**config.mk**
```make
export PLATFORM = sky130hd
export DESIGN_NAME = clkout_gate
export DESIGN_NICKNAME = d
export VERILOG_FILES = /design/src/rtl/clkout_gate_pkg.sv /design/src/rtl/clkout_sync.sv /design/src/rtl/clkout_chan.sv /design/src/rtl/clkout_gate.sv
export SDC_FILE = /design/constraint.sdc
export NUM_CORES = 1
export LEC_CHECK = 0
export ABC_AREA = 0
export CAP_MARGIN = 20
export CORE_AREA = 5 5 55 57
export CTS_BUF_LIST = sky130_fd_sc_hd__clkbuf_8
export DETAILED_ROUTE_END_ITERATION = 7
export DIE_AREA = 0 0 60 62
export GPL_TIMING_DRIVEN = 0
export MAX_ROUTING_LAYER = met4
export PLACE_DENSITY = 0.83
export SYNTH_ARGS = -nofsm -noshare
export SYNTH_HDL_FRONTEND = slang
export SYNTH_SLANG_ARGS = --single-unit
```
**constraint.sdc**
```tcl
create_clock -name clk -period 4.35 [get_ports clk]
set_input_delay 0.6525 -clock clk [delete_from_list [all_inputs] [get_ports clk]]
set_output_delay 0.6525 -clock clk [all_outputs]
set_load 0.02 [all_outputs]
```
**src/rtl/clkout_gate_pkg.sv**
```systemverilog
package clkout_gate_pkg;
  typedef struct packed {
    logic off;
    logic lol_en;
    logic park;
    logic inv;
    logic cinv;
    logic aligned;
  } chan_cfg_t;
endpackage

```
**src/rtl/clkout_sync.sv**
```systemverilog
module clkout_sync #(
  parameter int W      = 1,
  parameter int STAGES = 2
) (
  input  logic         clk,
  input  logic         rst,
  input  logic [W-1:0] d,
  output logic [W-1:0] q
);
  logic [STAGES-1:0][W-1:0] chain;

  always_ff @(posedge clk) begin
    if (rst) begin
      chain <= '0;
    end else begin
      chain[0] <= d;
      for (int k = 1; k < STAGES; k++) chain[k] <= chain[k-1];
    end
  end

  assign q = chain[STAGES-1];
endmodule

```
**src/rtl/clkout_chan.sv**
```systemverilog
module clkout_chan
  import clkout_gate_pkg::*;
(
  input  logic      clk,
  input  logic      rst,
  input  logic      src_s,
  input  logic      stop_req,
  input  chan_cfg_t cfg,
  output logic      pin_q,
  output logic      comp_q
);
  logic src_prev;
  logic run_q;
  logic run_nxt;
  logic src_fall;
  logic pin_nxt;

  assign src_fall = src_prev & ~src_s;

  always_comb begin
    if (cfg.aligned) run_nxt = src_fall ? ~stop_req : run_q;
    else             run_nxt = ~stop_req;
    pin_nxt = run_nxt ? (src_s ^ cfg.inv) : cfg.park;
  end

  always_ff @(posedge clk) begin
    if (rst) begin
      src_prev <= 1'b0;
      run_q    <= 1'b0;
      pin_q    <= cfg.park;
      comp_q   <= cfg.park ^ cfg.cinv;
    end else begin
      src_prev <= src_s;
      run_q    <= run_nxt;
      pin_q    <= pin_nxt;
      comp_q   <= pin_nxt ^ cfg.cinv;
    end
  end

  AST_RESET_PARK: assert property (@(posedge clk)
    rst |=> (pin_q == $past(cfg.park)) && !run_q);

  AST_ALIGNED_SWITCH: assert property (@(posedge clk) disable iff (rst)
    (run_q != $past(run_q)) && $past(cfg.aligned) |-> $past(src_fall));

  AST_IMMEDIATE_PARK: assert property (@(posedge clk) disable iff (rst)
    stop_req && !cfg.aligned |=> pin_q == $past(cfg.park));

  AST_COMP_POLARITY: assert property (@(posedge clk) disable iff (rst)
    1'b1 |=> comp_q == (pin_q ^ $past(cfg.cinv)));
endmodule

```
**src/rtl/clkout_gate.sv**
```systemverilog
module clkout_gate
  import clkout_gate_pkg::*;
#(
  parameter int NUM_CH      = 4,
  parameter int SYNC_STAGES = 2
) (
  input  logic              clk,
  input  logic              rst,
  input  logic [NUM_CH-1:0] src_clk,
  input  logic              out_dis,
  input  logic              pll_unlock,
  input  logic              ref_lost,
  input  logic              ref_los_keep,
  input  logic [NUM_CH-1:0] ch_off,
  input  logic [NUM_CH-1:0] lol_park_en,
  input  logic [NUM_CH-1:0] park_lvl,
  input  logic [NUM_CH-1:0] true_inv,
  input  logic [NUM_CH-1:0] comp_inv,
  input  logic [NUM_CH-1:0] sync_sw,
  output logic [NUM_CH-1:0] pin_true,
  output logic [NUM_CH-1:0] pin_comp
);
  localparam int SW = NUM_CH + 3;

  logic [SW-1:0]     async_in;
  logic [SW-1:0]     async_s;
  logic [NUM_CH-1:0] src_s;
  logic              dis_s;
  logic              unlock_s;
  logic              lost_s;
  logic              ref_stop;

  assign async_in = {ref_lost, pll_unlock, out_dis, src_clk};

  clkout_sync #(.W(SW), .STAGES(SYNC_STAGES)) i_sync (
    .clk (clk),
    .rst (rst),
    .d   (async_in),
    .q   (async_s)
  );

  assign src_s    = async_s[NUM_CH-1:0];
  assign dis_s    = async_s[NUM_CH];
  assign unlock_s = async_s[NUM_CH+1];
  assign lost_s   = async_s[NUM_CH+2];
  assign ref_stop = lost_s & ~ref_los_keep;

  for (genvar i = 0; i < NUM_CH; i++) begin : g_ch
    chan_cfg_t cfg;
    logic      stop_req;

    assign cfg.off     = ch_off[i];
    assign cfg.lol_en  = lol_park_en[i];
    assign cfg.park    = park_lvl[i];
    assign cfg.inv     = true_inv[i];
    assign cfg.cinv    = comp_inv[i];
    assign cfg.aligned = sync_sw[i];

    assign stop_req = dis_s | cfg.off | (cfg.lol_en & unlock_s) | ref_stop;

    clkout_chan i_chan (
      .clk      (clk),
      .rst      (rst),
      .src_s    (src_s[i]),
      .stop_req (stop_req),
      .cfg      (cfg),
      .pin_q    (pin_true[i]),
      .comp_q   (pin_comp[i])
    );
  end
endmodule

```
==> Yosys cells after proc, flatten, opt, wreduce, memory -nomap -nowiden <==
Index checks and enable logic that the tools add are counted.
{ "classes": {"n_bitwise": 42, "n_mux": 20} }
{ "op_table": {"columns": ["operator", "count"], "rows": [
  ["two-way mux 1 bit", 20],
  ["bitwise OR 1 bit", 12],
  ["bitwise XOR 1 bit", 12],
  ["AND 1 bit", 9],
  ["inverter 1 bit", 9]
]} }
{ "totals": {"word_cells": 80, "regBits": 30} }

==> Depth between registers and ports, before layout <==
{ "depth": {"ltp_word": 9, "depth_mapped": 5, "depth_no_buf": 5} }

==> By module <==
A second synthesis with hierarchy kept.
{ "unflattened": {"hier_cells": 125, "area_unflattened_um2": 1315.0} }
{ "modules_own_cells": {"columns": ["module", "n_inst", "seq_area_each_um2", "area_per_inst_um2", "cells_per_inst"], "rows": [
  ["clkout_chan", 4, 80.1, 197.7, 20],
  ["clkout_sync", 1, 280.3, 460.4, 36],
  ["clkout_gate", 1, 0.0, 63.8, 9]
]} }

==> Least setup slack after synthesis <==
OpenSTA, ideal clock, no wires.
{ "synth_path": {"path_type": "input -> register", "start": "input port lol_park_en[1]", "end": "register g_ch[1].i_chan.comp_q", "setup_slack_ns": 2.593, "n_path_buf": 0, "t_required_ns": 4.234, "cell_stages": 5, "t_arrival_ns": 1.641, "setup_ns": 0.116, "path_cell_list": "a21oi_1 > a32oi_1 > a311oi_2 > mux2_4 > xor2_2"} }
{ "synth_between": {"elab_chain_len": 9} }
{ "synth_lines": {"columns": ["element", "line", "rtl"], "rows": [
  ["start: declaration", "clkout_gate.sv:15", "input logic [NUM_CH-1:0] lol_park_en,"],
  ["AND 1 bit *", "clkout_gate.sv:59", "assign stop_req = dis_s | cfg.off | (cfg.lol_en & unlock_s) | ref_stop;"],
  ["bitwise OR 1 bit * (2 in series)", "clkout_gate.sv:59", null],
  ["inverter 1 bit *", "clkout_chan.sv:21, clkout_chan.sv:22", null],
  ["two-way mux 1 bit", "clkout_chan.sv:21", "if (cfg.aligned) run_nxt = src_fall ? ~stop_req : run_q;"],
  ["two-way mux 1 bit *", "clkout_chan.sv:21", null],
  ["two-way mux 1 bit *", "clkout_chan.sv:23", "pin_nxt = run_nxt ? (src_s ^ cfg.inv) : cfg.park;"],
  ["bitwise XOR 1 bit *", "clkout_chan.sv:36", "comp_q <= pin_nxt ^ cfg.cinv;"],
  ["two-way mux 1 bit *", "clkout_chan.sv:27", "if (rst) begin"],
  ["end signal: assignment", "clkout_chan.sv:31", "comp_q <= cfg.park ^ cfg.cinv;"],
  ["end signal: assignment", "clkout_chan.sv:36", null],
  ["end: declaration", "clkout_chan.sv:10", "output logic comp_q"]
]} }
Every way passes the cells marked *; elsewhere a longest branch is shown, timed or not.
A chain may end at the register's enable or synchronous reset.

==> Worst setup path in the final report <==
{ "layout_path": {"start": "input port rst", "end": "register g_ch[0].i_chan.comp_q"} }
{ "layout_between": {"elab_chain_len": 1} }
{ "layout_lines": {"columns": ["element", "line", "rtl"], "rows": [
  ["start: declaration", "clkout_gate.sv:8", "input logic rst,"],
  ["two-way mux 1 bit", "clkout_chan.sv:27", null],
  ["end signal: assignment", "clkout_chan.sv:31", null],
  ["end signal: assignment", "clkout_chan.sv:36", null],
  ["end: declaration", "clkout_chan.sv:10", null]
]} }
Every way passes these cells.

==> flow_metrics.env <==
export IMPL_async_flop_share_pct=0
export IMPL_start_util_pct=45.9
export IMPL_synth_cell_types=16
export IMPL_cts_sinks=30
export IMPL_die_x_microns=60
export IMPL_max_slew_margin_rel_pct=72.0
export IMPL_tightest_slew_ns=0.421
export IMPL_die_h_microns=62
export IMPL_synth_nets=126
export IMPL_pre_cts_ws_ns=1.96
export IMPL_end_kind="flop"
export IMPL_htree_levels=2
export IMPL_finalHoldViolCount=0
export IMPL_grt_max_degree=11
export IMPL_crit_type="primary input to flop"
export IMPL_insertion_delay_ns=0.27
export IMPL_vias_per_cell=4.44
export IMPL_fmax_mhz=472
export IMPL_crit_start="rst"
export IMPL_fin_crit_sh_pct=48.7
export IMPL_crit_reg2reg_launch="i_sync.q[5]"
export IMPL_synth_ff_type="dfxtp_1"
export IMPL_nets=174
export IMPL_vias=755
export IMPL_hold_class="flop to flop"
export IMPL_ys_ff_latch=30
export IMPL_die_area_sq_mm=0.00372
export IMPL_overflow=0
export IMPL_wirelength_microns=2160
export IMPL_initialDrtViolationCount=7
export IMPL_portBuffers=41
export IMPL_critPathMaxFanout=10
export IMPL_status="complete, no violations"
export IMPL_clock_root_buffer="clkbuf_8"
export IMPL_p_leak_uw=0.000652
export IMPL_syn_cell_area_sq_mm=0.00112
export IMPL_firstDrtPassIters=4
export IMPL_clock_skew_ns=0.00537
export IMPL_numCtsBuffers=5
export IMPL_slew_viol_final=0
export IMPL_setup_viol=0
export IMPL_drive_gt1_share_pct=19.3
export IMPL_fin_ws_ns=2.23
export IMPL_post_dp_hpwl_microns=1740
export IMPL_setup_tns_ns=0
export IMPL_cts_resized=0
export IMPL_power_uw=607
export IMPL_r2r_setup_slack_ns=2.77
export IMPL_grt_pass1_wl_microns=3360
export IMPL_arrival_ns=2.28
export IMPL_drv_cap=0
export IMPL_cp_required_ns=4.51
export IMPL_grt_pass1_vias=800
export IMPL_syn2layout_area_growth_pct=47.0
export IMPL_wl_per_cell_microns=12.7
export IMPL_synth_edff_count=0
export IMPL_postCtsSetupRepairBufs=0
export IMPL_drc=0
export IMPL_cts_tree="built"
export IMPL_crit_end="g_ch[0].i_chan.comp_q"
export IMPL_irDropWorstVdd_v=0.000350
export IMPL_cts_buffer_depth=2
export IMPL_ys_warnings_count=0
export IMPL_netlist_instances=92
export IMPL_core_area_sq_mm=0.00243
export IMPL_num_io_pins=42
export IMPL_final_common_cell="clkdlybuf4s50_1"
export IMPL_rows=18
export IMPL_clk_pin_slew_ns=0.06
export IMPL_grtUsageTotal_pct=13.3
export IMPL_worstReg2RegEnd="g_ch[0].i_chan.comp_q"
export IMPL_yosysSeqAreaShare_pct=53.8
export IMPL_hold_buffers=0
export IMPL_place_congestion=0.750
export IMPL_start_kind="primary input"
export IMPL_final_antenna_net_count=0
export IMPL_antennaDiodeCount=0
export IMPL_ff2ff_path_depth=5
export IMPL_antenna_found_initial=0
export IMPL_period_minus_slack_ns=2.12
export IMPL_layout_common_cells="41 x clkdlybuf4s50_1, 30 x dfxtp_1, 18 x nor2b_1"
export IMPL_power_density_mw_per_mm2=370
export IMPL_syn_area_per_cell_sq_um=12.1
export IMPL_rsz0062_at_grt="false"
==> where the power goes <==
| part | total, uW | switching (uW) | internal [uW] |
|---|---|---|---|
| clock | 195 | 89.9 | 105 |
| sequential | 301 | 6.35 | 294 |
| combinational | 112 | 40.2 | 71.8 |
| total | 607 | 136 | 471 |
==> cell families after synthesis <==
kind of cell | count (synthesis) | synth area share, %
AND/OR/NAND/NOR | 23 | 13.8
flip-flops | 30 | 53.8
XOR/XNOR | 8 | 8.97
multiplexers | 4 | 5.38
AO/OA/AOI/OAI | 12 | 10.3
buffers and inverters | 15 | 7.73
==> metal layers <==
metal / global-route usage, % / wire (microns) / vias up
li1: - / - / 383
met1: 12.3 / 761 / 349
met2: 23.8 / 1250 / 21
met3: 4.34 / 114 / 2
met4: 8.23 / 32 / 0
met5: - / 0 / -
==> critical path: stages <==
cell	delay (ns)
clkdlybuf4s50_1	0.51
clkbuf_1	0.27
a311oi_2	0.34
mux2_4	0.36
xor2_2	0.14
==> area by class of cell <==
cell class | instances | area (sq um)
multi-input combinational | 47 | 429
buffer | 10 | 67.6
fill | 185 | 792
clock inverter | 2 | 7.51
tap | 30 | 37.5
sequential | 30 | 601
clock buffer | 5 | 68.8
inverter | 5 | 18.8
timing repair buffer | 41 | 410
==> cell usage after synthesis (3+ instances only) <==
| library cell | number | area (sq um) |
|---|---|---|
| dfxtp_1 | 30 | 601 |
| nor2b_1 | 18 | 113 |
| buf_4 | 8 | 60.1 |
| a21oi_1 | 4 | 20.0 |
| a311oi_2 | 4 | 60.1 |
| a32oi_1 | 4 | 35.0 |
| inv_1 | 4 | 15.0 |
| mux2_4 | 4 | 60.1 |
| xor2_1 | 4 | 35.0 |
| xor2_2 | 4 | 65.1 |
| nand2b_1 | 3 | 18.8 |
==> per-stage QoR <==
| stage | cell area (sq um) | std cells | util, % | hold slack [ns] |
|---|---|---|---|---|
| 5_1_grt | 1640 | 170 | 67.4 | 0.456 |
| 6_report | 1640 | 170 | 67.4 | 0.436 |
| 3_3_place_gp | 1560 | 163 | 64.3 | 0.420 |
| 2_1_floorplan | 1120 | 92 | - | 0.414 |
| 4_1_cts | 1640 | 170 | 67.4 | 0.439 |
| 3_5_place_dp | 1560 | 163 | 64.3 | 0.430 |
==> worst min-delay path by stage <==
| stage | slack (ns) | startpoint | depth (start not counted) | to |
|---|---|---|---|---|
| final | 0.44 | i_sync.chain[1] | 1 | i_sync.q[1] |
| after global routing | 0.46 | i_sync.chain[6] | 1 | i_sync.q[6] |
| after CTS | 0.44 | i_sync.chain[1] | 1 | i_sync.q[1] |
| after detailed placement | 0.43 | i_sync.chain[6] | 1 | i_sync.q[6] |
| after global placement | 0.42 | i_sync.chain[6] | 1 | i_sync.q[6] |
| after floorplan | 0.41 | i_sync.chain[0] | 1 | i_sync.q[0] |
==> flip-flops by register name, summed over array words and instances, names as in the netlist <==
register / flops
i_sync.chain: 7
g_ch.i_chan.run_q: 4
g_ch.i_chan.pin_q: 4
g_ch.i_chan.comp_q: 4
i_sync.q: 7
g_ch.i_chan.src_prev: 4
Note: power is estimated with default switching activity, not from simulation.
